==> config.mk <==
export PLATFORM = sky130hd
export DESIGN_NAME = sp_pin_gpio_mux
export DESIGN_NICKNAME = d
export VERILOG_FILES = /design/src/rtl/sp_pin_pkg.sv /design/src/rtl/sp_pin_sync.sv /design/src/rtl/sp_pin_ctrl_reg.sv /design/src/rtl/sp_pin_route.sv /design/src/rtl/sp_pin_gpio_mux.sv
export SDC_FILE = /design/constraint.sdc
export NUM_CORES = 1
export LEC_CHECK = 0
export ABC_AREA = 1
export BUFFER_PORTS_ARGS = -buffer_cell sky130_fd_sc_hd__buf_2
export CAP_MARGIN = 40
export CORE_MARGIN = 3
export CORE_UTILIZATION = 25
export CTS_BUF_LIST = sky130_fd_sc_hd__clkbuf_16
export DETAILED_ROUTE_END_ITERATION = 8
export HOLD_SLACK_MARGIN = 0.15
export SYNTH_ARGS = -nofsm -noshare
export SYNTH_HDL_FRONTEND = slang
export SYNTH_SLANG_ARGS = --single-unit
==> constraint.sdc <==
create_clock -name clk -period 2.9 [get_ports clk]
set_input_delay 0.58 -clock clk [delete_from_list [all_inputs] [get_ports clk]]
set_output_delay 0.58 -clock clk [all_outputs]
set_load 0.02 [all_outputs]
==> src/rtl/sp_pin_pkg.sv <==
package sp_pin_pkg;
  localparam int NPIN  = 7;
  localparam int REG_W = 16;

  localparam int P_TCLK = 0;
  localparam int P_TFS  = 1;
  localparam int P_TDAT = 2;
  localparam int P_RCLK = 3;
  localparam int P_RFS  = 4;
  localparam int P_RDAT = 5;
  localparam int P_XCLK = 6;

  localparam int B_MODE0 = 0;
  localparam int B_POL0  = 4;
  localparam int B_TXEN  = 8;
  localparam int B_RXEN  = 9;
  localparam int B_TDAT  = 10;
  localparam int B_RDAT  = 11;
  localparam int B_XCLK  = 12;

  localparam logic [REG_W-1:0] WR_MASK = REG_W'(16'h07FF);

  // index of the mode/pol slot (0..3) for a clock or frame-sync pin
  function automatic int slot_of(input int pin);
    case (pin)
      P_TCLK: slot_of = 0;
      P_TFS:  slot_of = 1;
      P_RCLK: slot_of = 2;
      default: slot_of = 3;
    endcase
  endfunction

  function automatic logic group_gpio(input logic in_reset, input logic io_en);
    group_gpio = in_reset & io_en;
  endfunction
endpackage

==> src/rtl/sp_pin_sync.sv <==
module sp_pin_sync #(
  parameter int WIDTH  = 2,
  parameter int STAGES = 2
) (
  input  logic             clk,
  input  logic             rst_n,
  input  logic [WIDTH-1:0] d,
  output logic [WIDTH-1:0] q
);
  logic [WIDTH-1:0] stage [STAGES];

  genvar s;
  generate
    for (s = 0; s < STAGES; s++) begin : g_stage
      always_ff @(posedge clk or negedge rst_n) begin
        if (!rst_n) stage[s] <= '0;
        else if (s == 0) stage[s] <= d;
        else stage[s] <= stage[(s == 0) ? 0 : s-1];
      end
    end
  endgenerate

  assign q = stage[STAGES-1];
endmodule

==> src/rtl/sp_pin_ctrl_reg.sv <==
module sp_pin_ctrl_reg
  import sp_pin_pkg::*;
(
  input  logic             clk,
  input  logic             rst_n,
  input  logic             wr_en,
  input  logic [REG_W-1:0] wr_data,
  input  logic [3:0]       slot_is_in,   // slot is a GPIO input now
  input  logic [3:0]       slot_level,   // synchronized level per slot
  input  logic             rdat_gpio,
  input  logic             rdat_level,
  input  logic             xclk_gpio,
  input  logic             xclk_level,
  output logic [REG_W-1:0] ctrl,
  output logic [REG_W-1:0] rd_data
);
  logic [REG_W-1:0] ctrl_q;

  always_ff @(posedge clk or negedge rst_n) begin
    if (!rst_n) ctrl_q <= '0;
    else if (wr_en) ctrl_q <= (ctrl_q & ~WR_MASK) | (wr_data & WR_MASK);
  end

  assign ctrl = ctrl_q;

  always_comb begin
    rd_data = ctrl_q & WR_MASK;
    for (int k = 0; k < 4; k++) begin
      if (slot_is_in[k]) rd_data[B_POL0+k] = slot_level[k];
    end
    rd_data[B_RDAT] = rdat_gpio & rdat_level;
    rd_data[B_XCLK] = xclk_gpio & xclk_level;
  end
endmodule

==> src/rtl/sp_pin_route.sv <==
module sp_pin_route #(
  parameter int N = 7
) (
  input  logic [N-1:0] sel_gpio,
  input  logic [N-1:0] gpio_oe,
  input  logic [N-1:0] gpio_out,
  input  logic [N-1:0] core_oe,
  input  logic [N-1:0] core_out,
  input  logic [N-1:0] pad_in,
  output logic [N-1:0] pad_oe,
  output logic [N-1:0] pad_out,
  output logic [N-1:0] core_in
);
  genvar p;
  generate
    for (p = 0; p < N; p++) begin : g_pin
      assign pad_oe[p]  = sel_gpio[p] ? gpio_oe[p]  : core_oe[p];
      assign pad_out[p] = sel_gpio[p] ? gpio_out[p] : core_out[p];
      assign core_in[p] = sel_gpio[p] ? 1'b0        : pad_in[p];
    end
  endgenerate
endmodule

==> src/rtl/sp_pin_gpio_mux.sv <==
module sp_pin_gpio_mux
  import sp_pin_pkg::*;
#(
  parameter int SYNC_STAGES = 2
) (
  input  logic             clk,
  input  logic             rst_n,
  input  logic             tx_in_reset,
  input  logic             rx_in_reset,
  input  logic             wr_en,
  input  logic [REG_W-1:0] wr_data,
  output logic [REG_W-1:0] rd_data,
  input  logic [NPIN-1:0]  pad_in,
  output logic [NPIN-1:0]  pad_out,
  output logic [NPIN-1:0]  pad_oe,
  input  logic [NPIN-1:0]  core_out,
  input  logic [NPIN-1:0]  core_oe,
  output logic [NPIN-1:0]  core_in
);
  logic [REG_W-1:0] ctrl;
  logic [NPIN-1:0]  pad_sync;
  logic gpio_tx, gpio_rx, gpio_ck;
  logic [NPIN-1:0] sel_gpio, gpio_oe, gpio_out;
  logic [3:0] slot_is_in, slot_level;

  // named events for the checker
  assign gpio_tx = group_gpio(tx_in_reset, ctrl[B_TXEN]);
  assign gpio_rx = group_gpio(rx_in_reset, ctrl[B_RXEN]);
  assign gpio_ck = gpio_tx & gpio_rx;

  sp_pin_sync #(.WIDTH(NPIN), .STAGES(SYNC_STAGES)) u_sync (
    .clk(clk), .rst_n(rst_n), .d(pad_in), .q(pad_sync)
  );

  always_comb begin
    sel_gpio = '0;
    gpio_oe  = '0;
    gpio_out = '0;
    sel_gpio[P_TCLK] = gpio_tx;
    sel_gpio[P_TFS]  = gpio_tx;
    sel_gpio[P_TDAT] = gpio_tx;
    sel_gpio[P_RCLK] = gpio_rx;
    sel_gpio[P_RFS]  = gpio_rx;
    sel_gpio[P_RDAT] = gpio_rx;
    sel_gpio[P_XCLK] = gpio_ck;
    gpio_oe[P_TDAT]  = 1'b1;
    gpio_out[P_TDAT] = ctrl[B_TDAT];
    for (int p = 0; p < NPIN; p++) begin
      if (p == P_TCLK || p == P_TFS || p == P_RCLK || p == P_RFS) begin
        gpio_oe[p]  = ctrl[B_MODE0 + slot_of(p)];
        gpio_out[p] = ctrl[B_MODE0 + slot_of(p)] & ctrl[B_POL0 + slot_of(p)];
      end
    end
  end

  always_comb begin
    slot_is_in[0] = gpio_tx & ~ctrl[B_MODE0+0];
    slot_is_in[1] = gpio_tx & ~ctrl[B_MODE0+1];
    slot_is_in[2] = gpio_rx & ~ctrl[B_MODE0+2];
    slot_is_in[3] = gpio_rx & ~ctrl[B_MODE0+3];
    slot_level    = {pad_sync[P_RFS], pad_sync[P_RCLK], pad_sync[P_TFS], pad_sync[P_TCLK]};
  end

  sp_pin_ctrl_reg u_reg (
    .clk(clk), .rst_n(rst_n), .wr_en(wr_en), .wr_data(wr_data),
    .slot_is_in(slot_is_in), .slot_level(slot_level),
    .rdat_gpio(gpio_rx), .rdat_level(pad_sync[P_RDAT]),
    .xclk_gpio(gpio_ck), .xclk_level(pad_sync[P_XCLK]),
    .ctrl(ctrl), .rd_data(rd_data)
  );

  sp_pin_route #(.N(NPIN)) u_route (
    .sel_gpio(sel_gpio), .gpio_oe(gpio_oe), .gpio_out(gpio_out),
    .core_oe(core_oe), .core_out(core_out), .pad_in(pad_in),
    .pad_oe(pad_oe), .pad_out(pad_out), .core_in(core_in)
  );
endmodule

[After elaboration in Yosys (flattened, before gate mapping)]
Index checks and enable logic that the tools add are counted.
Storage, ports and cells
  flip-flop bits (word level): 30
  output and inout port bits: 37
Cells by class
  bitwise logic cells: 18
  multiplexer cells: 25
Operator list (count)
  2-to-1 mux 1 bit: 25
  bitwise OR 16 x 11 -> 16 bit: 1
  bitwise AND 1 bit: 13
  inverter 1 bit: 4

[Logic depth before layout (Yosys ltp)]
  word-level depth: 3
  mapped depth: 4

[By module]
From an unflattened synthesis, not the netlist that was laid out.
Unflattened totals
  cells, all modules: 186
  area total of the unflattened synthesis: 1331.3 µm²
By module, submodules not included
  sp_pin_ctrl_reg: instances 1, area each 613.1 µm², cells an instance 83
  sp_pin_sync: instances 1, area each 402.9 µm², cells an instance 21
  sp_pin_route: instances 1, area each 236.5 µm², cells an instance 63
  sp_pin_gpio_mux: instances 1, area each 78.8 µm², cells an instance 19

[Worst setup path before layout]
No wires, ideal clock.
  path kind: input -> output
  start point: input port tx_in_reset
  end point: output port pad_out[1]
  stages: 2
  arrival time: 1.147 ns
  buffers on the path: 0
  setup slack: 1.173 ns
  path through: nand2_2 -> o21ai_0
Between the ends
  cells in the longest elaborated chain, start to end: 2
Ends and longest elaborated chain
  from (decl): RTL line sp_pin_gpio_mux.sv:8  | input logic tx_in_reset,
  bitwise AND 1 bit: RTL line sp_pin_pkg.sv:34  | group_gpio = in_reset & io_en;
  2-to-1 mux 1 bit: RTL line sp_pin_route.sv:18  | assign pad_out[p] = sel_gpio[p] ? gpio_out[p] : core_out[p];
  to (decl): RTL line sp_pin_gpio_mux.sv:14  | output logic [NPIN-1:0] pad_out,
No other way between the ends.

[Final worst setup path]
  start point: register u_reg.ctrl_q[8] (netlist: u_reg.ctrl[8])
  end point: output port pad_oe[2]
Between the ends
  cells in the longest elaborated chain, start to end: 2
Ends and longest elaborated chain
  from (decl): RTL line sp_pin_ctrl_reg.sv:17  | logic [REG_W-1:0] ctrl_q;
  from (signal assigned): RTL line sp_pin_ctrl_reg.sv:21  | else if (wr_en) ctrl_q <= (ctrl_q & ~WR_MASK) | (wr_data & WR_MASK);
  bitwise AND 1 bit: RTL line sp_pin_pkg.sv:34
  2-to-1 mux 1 bit: RTL line sp_pin_route.sv:17  | assign pad_oe[p] = sel_gpio[p] ? gpio_oe[p] : core_oe[p];
  to (decl): RTL line sp_pin_gpio_mux.sv:15  | output logic [NPIN-1:0] pad_oe,
No other way between the ends.

==> impl_metrics.ini <==
[clock_network]
ctsResizeCount = 0
cts_made_buffers = 3
ctsHoldBuffers = 0
clock-sinks = 23
cts_root_buffer = clkbuf_16
clk_latency_ps = 250
cts_tree = built
clock_path_buffers = 2
post-cts-setup-buffer-count = 0
cts_max_level = 1
clk_pin_slew_worst_paths_ps = 60

[timing]
finalMaxSlewViolations = 0
clock_skew_ps = 0.331
rsz0062_at_grt = no
max_freq_ghz = 0.465
worst-slew-pin-transition_ps = 501
tns_ps = 0
fin_crit_sh = 0.742
final-setup-viol-count = 0
period_minus_slack_ps = 2150
hold_viol = 0
relSlewSlack = 0.666

[power_and_ir_drop]
pwr-share-comb = 0.231
swShare = 0.290
vdd_drop_max_mv = 0.184
seqPwrFrac = 0.429
pwr-share-clk = 0.340
power_switching_uw = 242
intPower_uw = 594
p_per_area_mw_per_mm2 = 537
p_leak_nw = 0.916

[floorplan]
die_h_um = 74.2
core-area_mm2 = 0.00441
start_util = 0.264
ios = 79
die_x_um = 74.2
rows = 24
fp.dieArea_mm2 = 0.00551

[global_routing]
met1_usage = 0.108
grt-busiest-layer = met2
grt_pass1_wl_mm = 3.91
grt_use_met2 = 0.159
grt.overflow.total = 0
grt_use_total = 0.0913
grt_max_degree = 24
grt_pass1_vias = 901
grt_util_met3 = 0.0189
antenna_found_initial = 0

[detailed_routing]
firstDrtPassIters = 4
routedWlPerCell_um = 9.75
routed_wl_mm = 2.49
drcViolationCount = 0
viasPerCell = 4.07
postRouteAntennaNets = 0
initialDrtViolationCount = 33
num_vias = 1038

[layout]
diodes = 0
drive_above_1_share = 0.419
n_fill_cell = 481
layout.nets = 246
final_core_util = 0.353
area_growth_pct = 33.9
final_area_mm2 = 0.00156
fin_cells = 255

[logic_synthesis]
seq_area_frac_synth = 0.495
yosys.cell_types.count = 15
synthFlopType = dfrtp_1
syn-cell-area_mm2 = 0.00116
synthArstFlopShare = 1.00
netlist_instances = 141
syn_area_per_cell_um2 = 8.25
synth_edf_count = 0
ys.warnings.count = 0
synth-seq-cells = 23

[critical_path]
crit_fanout = 13
start_kind = flip-flop
cp_data_required_time_ps = 2320
worstSetupEndpointType = output port
crit_arrival_ps = 1570
worstSetupPathType = flip-flop to output port

[place]
dpl_cell_area_mm2 = 0.00148
numPortBuffers = 70
dp_hpwl_mm = 1.94
place.gp.congestion = 0.727
dp.cells = 251

[worst_hold_path]
hold_path_class = input pin to asynchronous set/reset pin

[status]
status = finished clean

[run]
drv_cap = 0
[synth_stat cells, types with 2 or more instances]
cell type  instances  share of area
nand2_1           32           0.10
inv_1             26          0.084
o21ai_0           12          0.052
nor2_1            13          0.042
dfrtp_1           23           0.49
buf_2              2         0.0086
buf_6              2          0.019
o21ai_2            8          0.060
nand2_2            2          0.011
buf_4             10          0.065
nand3_1            4          0.017
nand4_1            4          0.022
[worst paths after layout]
path	startpoint	cells after the start	slack (ps)	to
setup / recovery	u_reg.ctrl[8]	4	750	pad_oe[2]
hold / removal	rst_n	1	290	u_sync.stage[12]
setup reg to reg	u_reg.ctrl[8]	2	2150	u_reg.ctrl[8]
hold reg to reg	u_sync.stage[10]	0	350	u_sync.q[3]
max in group asynchronous	rst_n	1	2270	u_reg.ctrl[1]
min in group clk	u_sync.stage[10]	0	350	u_sync.q[3]
[logic make-up after synthesis]
group / Yosys count / share of synthesized area
other: 1 / 0.00322
AND/OR/NAND/NOR: 57 / 0.214
flip-flops: 23 / 0.495
buffers and inverters: 40 / 0.176
AO/OA/AOI/OAI: 20 / 0.112
[metal layers]
| layer | wire, um | vias to the layer above |
|---|---|---|
| met3 | 250 | 2 |
| met2 | 1190 | 41 |
| met1 | 1020 | 450 |
| li1 | - | 545 |
| met5 | 0 | - |
| met4 | 29 | 0 |
[sequential cells by signal, summed over array words and instances, names as in the netlist]
| signal | cells |
|---|---|
| u_reg.ctrl | 11 |
| u_sync.q | 6 |
| u_sync.stage | 6 |
[cells in the final DEF (no fill, tap or decap)]
cell,count
nor2_1,13
buf_2,70
dfrtp_1,23
nor3_4,1
inv_1,27
nand2_1,32
nand3_1,4
o21ai_0,12
nand2_2,2
nand4_1,4
clkbuf_16,3
or2_2,1
o21ai_2,8
conb_1,3
[stage by stage]
| step | hold WS [ps] | power (mW) | worst slack, ps |
|---|---|---|---|
| after CTS | 322 | 0.852 | 704 |
| after detailed placement | 335 | 0.562 | 732 |
| after global routing | 340 | 0.885 | 609 |
| after global placement | 332 | 0.558 | 745 |
| final | 293 | 0.836 | 749 |
| after floorplan | 284 | 0.499 | 1170 |
[power groups by stage]
| stage | Clock (mW) | Sequential (mW) | Combinational, mW |
|---|---|---|---|
| floorplan | 0 | 0.361 | 0.138 |
| global placement | 0 | 0.364 | 0.195 |
| detailed placement | 0 | 0.364 | 0.197 |
| CTS | 0.295 | 0.359 | 0.198 |
| global route | 0.307 | 0.362 | 0.217 |
| finish | 0.284 | 0.358 | 0.193 |
[critical path, cell delays in order, from the launching register on]
cell and delay (ps):
dfrtp_1 450, nand2_2 290, inv_1 140, or2_2 280
buf_2 160
[cell type report]
| class | count | area [um^2] | area share |
|---|---|---|---|
| clock buffers | 3 | 75.1 | 0.0482 |
| clock inverters | 1 | 3.75 | 0.00241 |
| inverters | 26 | 97.6 | 0.0627 |
| multi-input cells | 80 | 390 | 0.251 |
| flip-flops and latches | 23 | 576 | 0.369 |
| well taps | 52 | 65.1 | 0.0418 |
| repair buffers | 70 | 350 | 0.225 |
(Power assumes the default switching activity.)
